**config.mk**
```make
export PLATFORM = sky130hd
export DESIGN_NAME = rotmask_unit
export DESIGN_NICKNAME = d
export VERILOG_FILES = /design/src/rtl/rotmask_pkg.sv /design/src/rtl/rotmask_decode.sv /design/src/rtl/rotmask_rotator.sv /design/src/rtl/rotmask_maskgen.sv /design/src/rtl/rotmask_merge.sv /design/src/rtl/rotmask_unit.sv
export SDC_FILE = /design/constraint.sdc
export NUM_CORES = 1
export LEC_CHECK = 0
export BUFFER_PORTS_ARGS = -buffer_cell sky130_fd_sc_hd__clkbuf_2
export CAP_MARGIN = 20
export CORE_MARGIN = 2
export CORE_UTILIZATION = 55
export CTS_CLUSTER_SIZE = 25
export DETAILED_ROUTE_END_ITERATION = 12
export HOLD_SLACK_MARGIN = 0.02
export PLACE_DENSITY = 0.83
export SYNTH_ARGS = -nofsm -noshare
export SYNTH_HDL_FRONTEND = slang
export SYNTH_SLANG_ARGS = --single-unit
```
**constraint.sdc**
```tcl
create_clock -name clk -period 2.35 [get_ports clk]
set_input_delay 0.235 -clock clk [delete_from_list [all_inputs] [get_ports clk]]
set_output_delay 0.235 -clock clk [all_outputs]
set_load 0.02 [all_outputs]
```
**src/rtl/rotmask_pkg.sv**
```systemverilog
`timescale 1ns/1ps
package rotmask_pkg;

  localparam int RM_XLEN = 64;

  typedef enum logic [3:0] {
    RM_CLEAR_LEFT  = 4'h0,
    RM_CLEAR_RIGHT = 4'h2,
    RM_CLEAR_BOTH  = 4'h4,
    RM_INSERT      = 4'h6,
    RM_REG_LEFT    = 4'h8,
    RM_REG_RIGHT   = 4'h9
  } rm_op_e;

endpackage

```
**src/rtl/rotmask_decode.sv**
```systemverilog
`timescale 1ns/1ps
module rotmask_decode
  import rotmask_pkg::*;
#(
  parameter int XLEN = RM_XLEN
) (
  input  logic [3:0]              sub_op,
  input  logic [$clog2(XLEN)-2:0] sh_field,
  input  logic                    sh_top,
  input  logic [$clog2(XLEN)-2:0] mb_field,
  input  logic                    mb_low,
  input  logic [XLEN-1:0]         shreg,
  output logic [$clog2(XLEN)-1:0] amt,
  output logic [$clog2(XLEN)-1:0] mask_b,
  output logic [$clog2(XLEN)-1:0] mask_e,
  output logic                    legal,
  output logic                    is_insert
);
  localparam int SHW = $clog2(XLEN);
  localparam logic [SHW-1:0]  LAST     = SHW'(XLEN-1);
  localparam logic [XLEN-1:0] AMT_KEEP = XLEN'(XLEN-1);

  logic [SHW-1:0] imm_amt;
  logic [SHW-1:0] reg_amt;
  logic [SHW-1:0] bnd;

  always_comb begin
    imm_amt = {sh_top, sh_field};
    bnd     = {mb_field, mb_low};
    reg_amt = SHW'(shreg & AMT_KEEP);
  end

  always_comb begin
    amt       = '0;
    mask_b    = '0;
    mask_e    = LAST;
    legal     = 1'b1;
    is_insert = 1'b0;
    case (rm_op_e'(sub_op))
      RM_CLEAR_LEFT: begin
        amt    = imm_amt;
        mask_b = bnd;
      end
      RM_CLEAR_RIGHT: begin
        amt    = imm_amt;
        mask_e = bnd;
      end
      RM_CLEAR_BOTH: begin
        amt    = imm_amt;
        mask_b = bnd;
        mask_e = LAST - imm_amt;
      end
      RM_INSERT: begin
        amt       = imm_amt;
        mask_b    = bnd;
        mask_e    = LAST - imm_amt;
        is_insert = 1'b1;
      end
      RM_REG_LEFT: begin
        amt    = reg_amt;
        mask_b = bnd;
      end
      RM_REG_RIGHT: begin
        amt    = reg_amt;
        mask_e = bnd;
      end
      default: begin
        legal = 1'b0;
      end
    endcase
  end
endmodule

```
**src/rtl/rotmask_rotator.sv**
```systemverilog
`timescale 1ns/1ps
module rotmask_rotator #(
  parameter int XLEN = 64
) (
  input  logic [XLEN-1:0]         din,
  input  logic [$clog2(XLEN)-1:0] amt,
  output logic [XLEN-1:0]         dout
);
  localparam int SHW = $clog2(XLEN);

  logic [XLEN-1:0] stage [SHW+1];

  assign stage[0] = din;

  for (genvar k = 0; k < SHW; k++) begin : g_stage
    localparam int STEP = 1 << k;
    logic [XLEN-1:0] turned;
    // Rotation toward the MSB is rotation toward architectural bit 0.
    assign turned       = {stage[k][XLEN-1-STEP:0], stage[k][XLEN-1:XLEN-STEP]};
    assign stage[k + 1] = amt[k] ? turned : stage[k];
  end

  assign dout = stage[SHW];
endmodule

```
**src/rtl/rotmask_maskgen.sv**
```systemverilog
`timescale 1ns/1ps
module rotmask_maskgen #(
  parameter int XLEN = 64
) (
  input  logic [$clog2(XLEN)-1:0] mask_b,
  input  logic [$clog2(XLEN)-1:0] mask_e,
  output logic [XLEN-1:0]         mask
);
  localparam int SHW = $clog2(XLEN);
  localparam logic [SHW-1:0]  LAST = SHW'(XLEN-1);
  localparam logic [XLEN-1:0] ALL  = '1;

  logic [XLEN-1:0] tail;
  logic [XLEN-1:0] head;
  logic [SHW-1:0]  head_sh;

  always_comb begin
    // tail: architectural bits mask_b..63; head: architectural bits 0..mask_e
    head_sh = LAST - mask_e;
    tail    = ALL >> mask_b;
    head    = ALL << head_sh;
    mask    = (mask_b <= mask_e) ? (head & tail) : (head | tail);
  end
endmodule

```
**src/rtl/rotmask_merge.sv**
```systemverilog
`timescale 1ns/1ps
module rotmask_merge #(
  parameter int XLEN = 64
) (
  input  logic            legal,
  input  logic            is_insert,
  input  logic [XLEN-1:0] rotated,
  input  logic [XLEN-1:0] mask,
  input  logic [XLEN-1:0] old_dst,
  output logic [XLEN-1:0] merged
);
  logic [XLEN-1:0] kept;
  logic [XLEN-1:0] filler;

  always_comb begin
    kept   = rotated & mask;
    filler = is_insert ? (old_dst & ~mask) : '0;
    merged = legal ? (kept | filler) : '0;
  end
endmodule

```
**src/rtl/rotmask_unit.sv**
```systemverilog
`timescale 1ns/1ps
module rotmask_unit
  import rotmask_pkg::*;
#(
  parameter int XLEN = RM_XLEN
) (
  input  logic                    clk,
  input  logic                    rst_n,
  input  logic                    in_valid,
  input  logic [3:0]              sub_op,
  input  logic [$clog2(XLEN)-2:0] sh_field,
  input  logic                    sh_top,
  input  logic [$clog2(XLEN)-2:0] mb_field,
  input  logic                    mb_low,
  input  logic                    rec_bit,
  input  logic [XLEN-1:0]         src_val,
  input  logic [XLEN-1:0]         shreg_val,
  input  logic [XLEN-1:0]         old_dst,
  output logic                    out_valid,
  output logic [XLEN-1:0]         result,
  output logic                    record_req
);
  localparam int SHW = $clog2(XLEN);

  logic [1:0]      rst_pipe;
  logic            arst_sync_n;
  logic [SHW-1:0]  amt;
  logic [SHW-1:0]  mask_b;
  logic [SHW-1:0]  mask_e;
  logic            legal;
  logic            is_insert;
  logic [XLEN-1:0] rotated;
  logic [XLEN-1:0] mask;
  logic [XLEN-1:0] merged;

  logic            valid_q, valid_d;
  logic [XLEN-1:0] result_q, result_d;
  logic            rec_q, rec_d;
  logic            load_en;

  always_ff @(posedge clk or negedge rst_n) begin
    if (!rst_n) rst_pipe <= 2'b00;
    else        rst_pipe <= {rst_pipe[0], 1'b1};
  end
  assign arst_sync_n = rst_pipe[1];

  rotmask_decode #(.XLEN(XLEN)) u_decode (
    .sub_op    (sub_op),
    .sh_field  (sh_field),
    .sh_top    (sh_top),
    .mb_field  (mb_field),
    .mb_low    (mb_low),
    .shreg     (shreg_val),
    .amt       (amt),
    .mask_b    (mask_b),
    .mask_e    (mask_e),
    .legal     (legal),
    .is_insert (is_insert)
  );

  rotmask_rotator #(.XLEN(XLEN)) u_rot (
    .din  (src_val),
    .amt  (amt),
    .dout (rotated)
  );

  rotmask_maskgen #(.XLEN(XLEN)) u_mask (
    .mask_b (mask_b),
    .mask_e (mask_e),
    .mask   (mask)
  );

  rotmask_merge #(.XLEN(XLEN)) u_merge (
    .legal     (legal),
    .is_insert (is_insert),
    .rotated   (rotated),
    .mask      (mask),
    .old_dst   (old_dst),
    .merged    (merged)
  );

  always_comb begin
    load_en  = in_valid;
    valid_d  = in_valid;
    result_d = merged;
    rec_d    = rec_bit & legal;
  end

  always_ff @(posedge clk or negedge arst_sync_n) begin
    if (!arst_sync_n) begin
      valid_q  <= 1'b0;
      result_q <= '0;
      rec_q    <= 1'b0;
    end else begin
      valid_q <= valid_d;
      if (load_en) begin
        result_q <= result_d;
        rec_q    <= rec_d;
      end
    end
  end

  assign out_valid  = valid_q;
  assign result     = result_q;
  assign record_req = rec_q;
endmodule

```
==> results of run 1 <==
per-stage QoR:
step                util (%)  setup TNS [ns]
CTS                     86.7          -17.04
detailed placement      78.0          -50.34
global placement        78.0          -41.39
floorplan                  -          -38.08
cell families after synthesis:
group | after synthesis
buf+inv | 163
simple gates | 708
compound gates | 503
other cells | 1
fa+ha+maj | 28
flops | 68
mux | 20
timing repair:
action	4_1_cts
resized for setup	229
hold buffers	1
buffers inserted	44
setup endpoints to repair	64
gates cloned	6
hold endpoints to repair	2
pin swaps	92
per-layer routing:
layer,overflow,GRT usage [%]
met5,0,43.1
met3,6,74.7
met4,91,81.3
met2,176,96.1
met1,10,82.2
==> impl_metrics.env, run 1 <==
export IMPL_synth_edff_count=0
export IMPL_synth_top_family_by_area="simple AND/OR/NAND/NOR gates"
export IMPL_io_pins=278
export IMPL_synth_most_common_cell="nand3_1"
export IMPL_synth_fp_nets=1709
export IMPL_grt_pass1_vias=20600
export IMPL_gp_congestion=1.32
export IMPL_cts_path_max_buffers=2
export IMPL_synth_fa_ha_area_share_pct=2.95
export IMPL_yosys_area_top_type="nand3_1"
export IMPL_yosysUniqueCellTypes=79
export IMPL_cts_max_level=3
export IMPL_cts_sinks=68
export IMPL_grt_pass1_wl_mm=128
export IMPL_cts_root_buf="clkbuf_16"
export IMPL_dp_hpwl_mm=40.7
export IMPL_synth_compound_area_share_pct=34.7
export IMPL_place_area_mm2=0.0140
export IMPL_grt_max_degree=58
export IMPL_syn_area_mm2=0.0100
export IMPL_synthTopCellsByArea="nand3_1 (18%), dfrtp_1 (17%), o21ai_0 (5.9%)"
export IMPL_status="did not finish"
export IMPL_initial_core_util_pct=55.9
export IMPL_grt_overflow_total=283
export IMPL_ys_ff_latch=68
export IMPL_die_height_um=139
export IMPL_ys_seq_area_share_pct=17.0
export IMPL_synth_xor_xnor_area_share_pct=0
export IMPL_io_buffers=219
export IMPL_syn_instance_count=1491
export IMPL_synth_mux_area_share_pct=2.03
export IMPL_die_w_um=139
export IMPL_ys_warn_count=0
export IMPL_grtUsageTotal_pct=83.3
export IMPL_synthFlopType="dfrtp_1"
export IMPL_async_flop_share_pct=100
export IMPL_rows=49
export IMPL_dpl_cell_count=2139
export IMPL_yosys_top_cells_count="nand3_1 (351), o21ai_0 (118), nand2_1 (115), nand4_1 (92), clkbuf_1 (83)"
export IMPL_place_ws_ns=-0.947
export IMPL_synth_simple_gate_area_share_pct=36.3
export IMPL_haltStage="5_1_grt"
export IMPL_cts_buffers=9
export IMPL_first_error="[ERROR GRT-0116] Global routing finished with congestion. Check the congestion regions in the DRC Viewer."
export IMPL_syn_area_per_cell_um2=6.71
export IMPL_yosysTopAreaCellShare_pct=17.6
==> run 2, diff against run 1 <==
- CORE_UTILIZATION: 55 -> 40
- CTS_CLUSTER_SIZE: 25 -> not set
- HOLD_SLACK_MARGIN: 0.02 -> not set
- PLACE_DENSITY: 0.83 -> not set
- PLACE_DENSITY_LB_ADDON: not set -> 0.15
==> run 2 against run 1 <==
  * The flow now finishes, with violations (negative setup slack)
  * Synthesized cell count unchanged
  * Area after synthesis unchanged
==> impl_metrics.env, run 2 <==
export IMPL_status="finished with violations"
export IMPL_violations="negative setup slack"
export IMPL_yosysTopAreaCellShare_pct=17.6
export IMPL_largest_register_ffs=64
export IMPL_area_growth_pct=70.3
export IMPL_crit_path_top_delay_cell="or3b_4"
export IMPL_cp_num_buf_inv=5
export IMPL_grt_pass1_vias=15500
export IMPL_finalSetupViolations=64
export IMPL_ys_seq_area_share_pct=17.0
export IMPL_start_kind="input pin"
export IMPL_critPathTopFamily="compound AO/OA/AOI/OAI gates"
export IMPL_cpPeakStageDelay_ns=0.45
export IMPL_antenna_found_initial=2
export IMPL_die_height_um=162
export IMPL_end_kind="flop"
export IMPL_synthFlopType="dfrtp_1"
export IMPL_p_leak_nw=7.44
export IMPL_grtUsageTotal_pct=47.0
export IMPL_async_flop_share_pct=100
export IMPL_ys_ff_latch=68
export IMPL_max_freq_mhz=373
export IMPL_finalMaxSlewViolations=0
export IMPL_cts_path_max_buffers=2
export IMPL_n_antenna_cell=0
export IMPL_io_pins=278
export IMPL_final_hold_violation_count=0
export IMPL_r2r_slack_ns=1.33
export IMPL_grt_max_degree=67
export IMPL_synth_fp_nets=1709
export IMPL_worst_ep_arrival_time_ns=2.91
export IMPL_ys_warn_count=0
export IMPL_drt_iter0_markers=2418
export IMPL_crit_fanout=7
export IMPL_maxSlewHeadroom_pct=57.5
export IMPL_cts_max_level=3
export IMPL_cts_buffers=9
export IMPL_yosys_top_cells_count="nand3_1 (351), o21ai_0 (118), nand2_1 (115), nand4_1 (92), clkbuf_1 (83)"
export IMPL_criticalPathCategory="input pin to flop"
export IMPL_fillers=2042
export IMPL_grt_pass1_wl_mm=94.2
export IMPL_cts_tree="done"
export IMPL_initial_core_util_pct=40.9
export IMPL_syn_area_per_cell_um2=6.71
export IMPL_syn_instance_count=1491
export IMPL_yosysUniqueCellTypes=79
export IMPL_clock_latency_ns=0.36
export IMPL_place_ws_ns=-0.899
export IMPL_mostFrequentLayoutCell="buf_4"
export IMPL_rsz0062_at_grt="yes"
export IMPL_synth_most_common_cell="nand3_1"
export IMPL_syn_area_mm2=0.0100
export IMPL_synth_edff_count=0
export IMPL_synthTopCellsByArea="nand3_1 (18%), dfrtp_1 (17%), o21ai_0 (5.9%)"
export IMPL_worst_slack_ns=-0.330
export IMPL_nets=2288
export IMPL_fp_dieArea_mm2=0.0263
export IMPL_drv_cap=0
export IMPL_timing_critical_path_cells="clkbuf_16 > buf_12 > or3b_4 > a211oi_4 > buf_6 > buf_12 > buf_4 > nand3_1 > nand4_1 > a22o_1 > nor2_4 > a22oi_1 > o21ai_1"
export IMPL_die_w_um=162
export IMPL_hold_path_class="input pin to flop"
export IMPL_tightestPinTransition_ns=0.631
export IMPL_cp_common_cell="buf_12"
export IMPL_cts_sinks=68
export IMPL_required_ns=2.58
export IMPL_core_area_mm2=0.0245
export IMPL_fin_crit_sh_pct=114
export IMPL_io_buffers=219
export IMPL_via_per_inst=6.94
export IMPL_clk_pin_slew_ns=0.06
export IMPL_wl_per_cell_um=27.4
export IMPL_dp_hpwl_mm=46.8
export IMPL_wirelength_mm=65.6
export IMPL_layout_common_cells="buf_4 (409), nand3_1 (336), clkbuf_2 (215)"
export IMPL_finalCriticalPeriod_ns=2.68
export IMPL_ir_drop_uv=385
export IMPL_rows=57
export IMPL_cts_root_buf="clkbuf_16"
export IMPL_drc=0
export IMPL_power_density_mw_per_mm2=426
export IMPL_hold_slack_ns=0.112
export IMPL_yosys_area_top_type="nand3_1"
export IMPL_first_pass_iters=7
export IMPL_antenna_left=0
export IMPL_grt_overflow_total=0
export IMPL_fin_skew_ns=0.00944
export IMPL_vias=16700
export IMPL_drive_gt1_share_pct=47.0
export IMPL_gp_congestion=1.07
-- run 2: cells by family after synthesis --
group	after synthesis	synth area share [%]
and+or+nand+nor	708	36.3
muxes	20	2.03
AOI/OAI and AO/OA	503	34.7
buffers and inverters	163	6.99
DFF	68	17.0
adders and majority gates	28	2.95
other	1	0.0375
-- run 2: where the power goes --
part	switching, mW	total (mW)	internal [mW]
Combinational	2.48	4.24	1.76
Sequential	0.125	1.47	1.34
Clock	0.620	1.55	0.931
Total	3.22	7.26	4.04
-- run 2: worst reg2reg max path, stage by stage, from the launching register on --
cell and delay [ns]:
dfrtp_1 0.43, o2bb2ai_1 0.16, a311o_1 0.32
-- run 2: through the flow --
step / std cells / cell area, µm² / TNS, ns / power, mW / util, %
3_3_place_gp: 2310 / 14600 / -40.53 / 5.02 / 59.8
5_1_grt: 2399 / 17000 / -18.20 / 7.47 / 69.7
2_1_floorplan: 1491 / 10300 / -38.08 / 3.29 / -
3_5_place_dp: 2310 / 14600 / -44.47 / 5.05 / 59.8
6_report: 2399 / 17000 / -14.46 / 7.26 / 69.7
4_1_cts: 2385 / 16400 / -9.92 / 6.89 / 67.2
-- run 2: repair_timing --
action,in CTS,in global routing
buffers inserted,51,18
hold buffers,1,0
pin swaps,86,96
endpoints found under the hold margin,2,0
gates resized for setup,236,112
cloned,14,3
setup endpoints to repair,64,64
-- run 2: per-layer routing --
metal / share of wire [%] / up-vias / GRT usage [%]
li1: - / 7071 / -
met1: 39 / 7836 / 62.3
met2: 41 / 1450 / 68.7
met3: 14 / 293 / 14.8
met4: 6.2 / 4 / 24.1
met5: 0.035 / - / 0
-- run 2: path summary, 6_finish.rpt --
kind,end,startpoint,cells past startpoint
min in group asynchronous,rst_pipe[1]$_DFF_PN0_,rst_n,2
worst min-delay path,record_req$_DFFE_PN0P_,rec_bit,3
worst max register to register,result[15]$_DFFE_PN0P_,result[15]$_DFFE_PN0P_,2
worst max-delay path,result[34]$_DFFE_PN0P_,sub_op[3],13
worst min register to register,result[50]$_DFFE_PN0P_,rst_pipe[1]$_DFF_PN0_,1
max in group asynchronous,result[43]$_DFFE_PN0P_,rst_pipe[1]$_DFF_PN0_,1
-- run 2: area by class of cell --
cell class | instances | area (µm²) | share of cell area [%]
sequential | 68 | 1700 | 9.99
tap | 324 | 405 | 2.38
clock inverter | 6 | 88.8 | 0.521
inverter | 15 | 56.3 | 0.330
multi-input combinational | 1260 | 8880 | 52.1
timing repair buffer | 716 | 5670 | 33.3
clock buffer | 10 | 229 | 1.34
(Power assumes the default switching activity.)
